## src/rtl/evc_pkg.sv

```systemverilog
package evc_pkg;

    localparam int OFF_W = 12;
    localparam logic [7:0] BAD_CODE = 8'hFF;

    typedef enum logic [2:0] {
        OP_NOP,
        OP_GET,
        OP_EOI,
        OP_SET,
        OP_BAD
    } op_e;

    typedef struct packed {
        logic p;
        logic q;
    } pq_t;

    typedef struct packed {
        op_e op;
        pq_t setv;
    } cmd_t;

    // state after one trigger; idle is the only state that forwards
    function automatic pq_t trig_next(input pq_t s);
        pq_t r;
        if (!s.p && !s.q) begin
            r = '{p: 1'b1, q: 1'b0};
        end else begin
            r = '{p: 1'b1, q: 1'b1};
        end
        return r;
    endfunction

    // true for base offset or base + 0x40 alias
    function automatic logic off_match(input logic [OFF_W-1:0] off,
                                       input logic [OFF_W-1:0] base);
        return (off == base) || (off == (base | 12'h040));
    endfunction

endpackage

```

## src/rtl/evc_decode.sv

```systemverilog
module evc_decode
    import evc_pkg::*;
#(
    parameter int NUM_SRC = 12,
    parameter int IDX_W   = 4
) (
    input  logic                   valid,
    input  logic                   we,
    input  logic [IDX_W+OFF_W-1:0] addr,
    output logic [IDX_W-1:0]       idx,
    output cmd_t                   cmd
);
    localparam logic [IDX_W:0] NUM_L = (IDX_W+1)'(NUM_SRC);

    logic [OFF_W-1:0] off;
    logic             in_range;
    logic             is_set;

    assign idx      = addr[IDX_W+OFF_W-1:OFF_W];
    assign off      = addr[OFF_W-1:0];
    assign in_range = ({1'b0, idx} < NUM_L);
    assign is_set   = (off[11:10] == 2'b11) && ((off[7:0] == 8'h00) || (off[7:0] == 8'h40));

    always_comb begin
        cmd.op   = OP_NOP;
        cmd.setv = pq_t'(off[9:8]);
        if (valid) begin
            if (we) begin
                if (in_range && (off == 12'h400)) begin
                    cmd.op = OP_EOI;
                end
            end else if (!in_range) begin
                cmd.op = OP_BAD;
            end else if (off_match(off, 12'h000)) begin
                cmd.op = OP_EOI;
            end else if (off_match(off, 12'h800)) begin
                cmd.op = OP_GET;
            end else if (is_set) begin
                cmd.op = OP_SET;
            end else begin
                cmd.op = OP_BAD;
            end
        end
    end
endmodule

```

## src/rtl/evc_cell.sv

```systemverilog
module evc_cell
    import evc_pkg::*;
(
    input  logic clk,
    input  logic rst,
    input  logic trig,
    input  logic hit,
    input  cmd_t cmd,
    output pq_t  state,
    output logic fwd_pulse
);
    pq_t  state_q;
    pq_t  base;
    pq_t  nxt;
    logic refire;

    assign state = state_q;

    always_comb begin
        base   = state_q;
        refire = 1'b0;
        if (hit) begin
            unique case (cmd.op)
                OP_EOI: begin
                    base   = '{p: 1'b0, q: 1'b0};
                    refire = state_q.q;
                end
                OP_SET:  base = cmd.setv;
                default: base = state_q;
            endcase
        end
        nxt       = base;
        fwd_pulse = 1'b0;
        if (refire) begin
            nxt       = '{p: 1'b1, q: 1'b0};
            fwd_pulse = 1'b1;
        end
        if (trig) begin
            if (!nxt.p && !nxt.q) begin
                fwd_pulse = 1'b1;
            end
            nxt = trig_next(nxt);
        end
    end

    always_ff @(posedge clk) begin
        if (rst) begin
            state_q <= '{p: 1'b0, q: 1'b0};
        end else begin
            state_q <= nxt;
        end
    end

    // idle source hit only by a trigger ends up pending
    a_r3_idle_trigger_pends: assert property (@(posedge clk) disable iff (rst)
        (trig && !hit && state_q == 2'b00) |=> (state_q == 2'b10));

    // a trigger alone never clears P
    a_r3_trigger_keeps_p: assert property (@(posedge clk) disable iff (rst)
        (trig && !hit) |=> state_q.p);

    // EOI with no queued event and no trigger leaves the source idle
    a_r4_eoi_clears: assert property (@(posedge clk) disable iff (rst)
        (hit && cmd.op == OP_EOI && !trig && !state_q.q) |=> (state_q == 2'b00));
endmodule

```

## src/rtl/evc_fwd_arb.sv

```systemverilog
module evc_fwd_arb #(
    parameter int NUM_SRC = 12,
    parameter int IDX_W   = 4
) (
    input  logic               clk,
    input  logic               rst,
    input  logic [NUM_SRC-1:0] pulse,
    output logic               fwd_valid,
    output logic [IDX_W-1:0]   fwd_src
);
    logic [NUM_SRC-1:0] wait_q;
    logic [NUM_SRC-1:0] grant;

    always_comb begin
        grant   = '0;
        fwd_src = '0;
        for (int i = NUM_SRC - 1; i >= 0; i--) begin
            if (wait_q[i]) begin
                grant   = '0;
                grant[i] = 1'b1;
                fwd_src = IDX_W'(i);
            end
        end
    end

    assign fwd_valid = |wait_q;

    always_ff @(posedge clk) begin
        if (rst) begin
            wait_q <= '0;
        end else begin
            wait_q <= (wait_q & ~grant) | pulse;
        end
    end

    // a presented request is withdrawn next cycle unless re-raised
    a_r10_single_cycle: assert property (@(posedge clk) disable iff (rst)
        (fwd_valid && !pulse[fwd_src]) |=> !wait_q[$past(fwd_src)]);

    // at most one source granted
    a_r10_one_grant: assert property (@(posedge clk) disable iff (rst)
        $onehot0(grant));
endmodule

```

## src/rtl/evc_coalescer.sv

```systemverilog
module evc_coalescer
    import evc_pkg::*;
#(
    parameter int NUM_SRC = 12,
    parameter int IDX_W   = 4
) (
    input  logic                   clk,
    input  logic                   rst,
    input  logic [NUM_SRC-1:0]     trig,
    input  logic                   req_valid,
    input  logic                   req_we,
    input  logic [IDX_W+OFF_W-1:0] req_addr,
    output logic                   rsp_valid,
    output logic [7:0]             rsp_data,
    output logic                   fwd_valid,
    output logic [IDX_W-1:0]       fwd_src
);
    logic [IDX_W-1:0]   idx;
    cmd_t               cmd;
    pq_t                st   [NUM_SRC];
    logic [NUM_SRC-1:0] pulse;
    pq_t                old_pq;

    evc_decode #(.NUM_SRC(NUM_SRC), .IDX_W(IDX_W)) u_dec (
        .valid (req_valid),
        .we    (req_we),
        .addr  (req_addr),
        .idx   (idx),
        .cmd   (cmd)
    );

    for (genvar g = 0; g < NUM_SRC; g++) begin : g_cell
        logic hit_g;
        assign hit_g = (cmd.op != OP_NOP) && (idx == IDX_W'(g));
        evc_cell u_cell (
            .clk       (clk),
            .rst       (rst),
            .trig      (trig[g]),
            .hit       (hit_g),
            .cmd       (cmd),
            .state     (st[g]),
            .fwd_pulse (pulse[g])
        );
    end

    always_comb begin
        old_pq = '{p: 1'b0, q: 1'b0};
        for (int i = 0; i < NUM_SRC; i++) begin
            if (idx == IDX_W'(i)) begin
                old_pq = st[i];
            end
        end
    end

    always_ff @(posedge clk) begin
        if (rst) begin
            rsp_valid <= 1'b0;
            rsp_data  <= 8'h00;
        end else begin
            rsp_valid <= req_valid && !req_we;
            if (req_valid && !req_we) begin
                rsp_data <= (cmd.op == OP_BAD) ? BAD_CODE : {6'b0, old_pq};
            end
        end
    end

    evc_fwd_arb #(.NUM_SRC(NUM_SRC), .IDX_W(IDX_W)) u_arb (
        .clk       (clk),
        .rst       (rst),
        .pulse     (pulse),
        .fwd_valid (fwd_valid),
        .fwd_src   (fwd_src)
    );

    // stores never produce a load response
    a_r5_store_silent: assert property (@(posedge clk) disable iff (rst)
        (req_valid && req_we) |=> !rsp_valid);

    // out-of-range page index answers with the invalid code
    a_r8_bad_index: assert property (@(posedge clk) disable iff (rst)
        (req_valid && !req_we && ({1'b0, req_addr[IDX_W+OFF_W-1:OFF_W]} >= (IDX_W+1)'(NUM_SRC)))
        |=> (rsp_valid && rsp_data == 8'hFF));
endmodule

```

## config.mk

```make
export PLATFORM = sky130hd
export DESIGN_NAME = evc_coalescer
export DESIGN_NICKNAME = d
export VERILOG_FILES = /design/src/rtl/evc_pkg.sv /design/src/rtl/evc_decode.sv /design/src/rtl/evc_cell.sv /design/src/rtl/evc_fwd_arb.sv /design/src/rtl/evc_coalescer.sv
export SDC_FILE = /design/constraint.sdc
export NUM_CORES = 1
export LEC_CHECK = 0
export ABC_AREA = 1
export BUFFER_PORTS_ARGS = -buffer_cell sky130_fd_sc_hd__buf_2
export CORE_MARGIN = 2
export CORE_UTILIZATION = 56
export DETAILED_ROUTE_END_ITERATION = 8
export PLACE_DENSITY = 0.8
export SLEW_MARGIN = 10
export SYNTH_ARGS = -nofsm -noshare
export SYNTH_HDL_FRONTEND = slang
export SYNTH_SLANG_ARGS = --single-unit
```

## constraint.sdc

```tcl
create_clock -name clk -period 2.4 [get_ports clk]
set_clock_uncertainty 0.1 [all_clocks]
set_input_delay 0.24 -clock clk [delete_from_list [all_inputs] [get_ports clk]]
set_output_delay 0.24 -clock clk [all_outputs]
set_load 0.01 [all_outputs]
```

==> impl_metrics.tcl <==
set metrics [dict create \
    status "complete, no violations" \
    power_density_nw_per_um2 537 \
    syn-num-nets 473 \
    startpoint_type "flop" \
    synth_seq_cells 40 \
    finalSetupViolations 0 \
    grt_usage_pct 27.9 \
    dr_wl_met3_um 293 \
    required_ps 2060 \
    multi_input_area_um2 1530 \
    grt_pass1_vias 2715 \
    leakagePower_nw 1.43 \
    post-cts-setup-buffers 0 \
    num-fill-cells 458 \
    netlist_area_um2 2680 \
    clk-insertion-delay-late_ps 300 \
    drive_gt1_share_pct 17.1 \
    die-area_um2 5360 \
    tightestPinTransition_ps 434 \
    post-route-min-period_ps 1950 \
    die_h_um 73.2 \
    fp-row-count 25 \
    drv_slew 0 \
    avgSynthCellArea_um2 6.08 \
    grt_max_degree 25 \
    arrival_ps 1610 \
    drt-total-wl_um 6770 \
    synth_edf_count 0 \
    gp_congestion 0.886 \
    place.detailed.hpwl_um 5280 \
    drv_cap 0 \
    floorplan.initialDensity_pct 57.5 \
    cts_tree "built" \
    rsz0062_at_grt "no" \
    syn2layout_area_growth_pct 13.4 \
    vias 2901 \
    cts_sinks 40 \
    gr-total-overflow 0 \
    slew_headroom_pct 70.8 \
    worstPathMaxFanout 4 \
    ys.flop_type "dfxtp_1" \
    syn_inst 441 \
    drt-met1-wl_um 3170 \
    synthArstFlopShare_pct 0 \
    highest_layer "met4" \
    drt_iter0_markers 213 \
    drcViolationCount 0 \
    fin_nets 517 \
    cp-end-kind "output port" \
    crit_type "flop to output port" \
    cts_root_buffer "clkbuf_8" \
    ctsHtreeMaxLevel 2 \
    via_per_inst 5.37 \
    grt_pass1_wl_um 11700 \
    seq_area_um2 801 \
    wire_per_inst_um 12.5 \
    final_area_um2 3040 \
    dpl-instance-area_um2 2930 \
    die_w_um 73.2 \
    coreArea_um2 4660 \
    ir_drop_uv 310 \
    port_buffers 45 \
    hp-class "input port to flop" \
    n_antenna_cell 0 \
    cts-resized-gates 0 \
    setup_tns_ps 0 \
    post-route-period-util_pct 81.5 \
    yosysWarnings 0 \
    ys_seq_area_share_pct 29.9 \
    cts.path.max_buffers 2 \
    wl_met2_um 3130 \
    cts-buffers-inserted 5 \
    ant_nets 0 \
    dr.pass1.iters 4 \
    holdBufCountCts 0 \
    synth.distinct_cells 28 \
    path_clk_slew_ps 80 \
    finalHoldViolCount 0 \
    hold_slack_ps 77.3 \
    io_pins 46 \
    antenna_found_initial 0 \
    fmax_mhz 512 \
    rrSetupSlack_ps 570 \
]
-- critical path, stage by stage, from the launching register on --
cell,delay [ps]
dfxtp_1,380
inv_1,50
nand2_1,50
a21oi_1,60
o21ai_0,180
a21oi_1,120
o21ai_0,230
a21oi_1,90
buf_2,150
-- final timing paths --
check / to / startpoint / cells after the start
worst max-delay path: fwd_src[0] / u_arb.wait_q[10]$_SDFF_PP0_ / 8
worst min-delay path: g_cell[1].u_cell.state[1]$_SDFF_PP0_ / trig[1] / 3
worst max register to register: u_arb.wait_q[11]$_SDFF_PP0_ / u_arb.wait_q[1]$_SDFF_PP0_ / 7
worst min register to register: rsp_data[6]$_SDFFE_PP0P_ / rsp_data[6]$_SDFFE_PP0P_ / 2
-- sequential cells by signal, summed over array words and instances (netlist names) --
register             flops
u_arb.wait_q            12
rsp_data                 3
g_cell.u_cell.state     24
rsp_valid                1
-- cell usage after synthesis, types with 5 or more instances --
master   instances  area share [%]
dfxtp_1         40              30
nor3_1          10             1.9
a22oi_1          5             1.4
nand3_1         36             6.7
nor2_1          64             9.0
buf_4            6             1.7
o21ai_0         21             3.9
inv_1           67             9.4
a21oi_1         42             7.8
nand4_1          7             1.6
o21ai_1          8             1.5
nand2_1         95              13
nand3_2          5             1.9
-- per-stage QoR --
| stage | power (mW) | worst slack, ps | std cells | util, % |
|---|---|---|---|---|
| 6_report | 1.63 | 445 | 540 | 65.2 |
| 3_3_place_gp | 1.07 | 258 | 532 | 62.8 |
| 2_1_floorplan | 0.972 | 629 | 441 | - |
| 5_1_grt | 1.72 | 299 | 540 | 65.2 |
| 3_5_place_dp | 1.08 | 238 | 532 | 62.8 |
| 4_1_cts | 1.63 | 433 | 540 | 65.2 |
-- layer usage --
layer	vias to the layer above	GRT usage (%)
li1	1507	-
met1	1303	35.8
met2	73	45.4
met3	18	5.11
met4	0	12.1
met5	-	0
-- placed cells by master (no fill, tap or decap), types with 8 or more instances in the layout --
cell type and n:
nand2_1 95, inv_1 67, nor2_1 64, buf_2 45, a21oi_1 42, dfxtp_1 40
nand3_1 36, o21ai_0 21, nor3_1 10, o21ai_1 8
-- final cells by class --
class | instances | area share [%]
flip-flops and latches | 40 | 26.3
clock inverters | 3 | 1.40
inverters | 69 | 8.52
repair buffers | 50 | 9.05
multi-input cells | 319 | 50.2
well taps | 54 | 2.22
clock buffers | 5 | 2.26
-- power breakdown --
part	switching, mW	total (mW)	internal [mW]
Sequential	0.0309	0.743	0.712
Combinational	0.203	0.326	0.123
Clock	0.256	0.564	0.308
Total	0.490	1.63	1.14
-- logic make-up after synthesis --
logic type | Yosys count | synth area share (%)
compound gates | 88 | 18.4
flops | 40 | 29.9
simple gates | 231 | 38.6
buf+inv | 82 | 13.2
(Power assumes the default switching activity.)
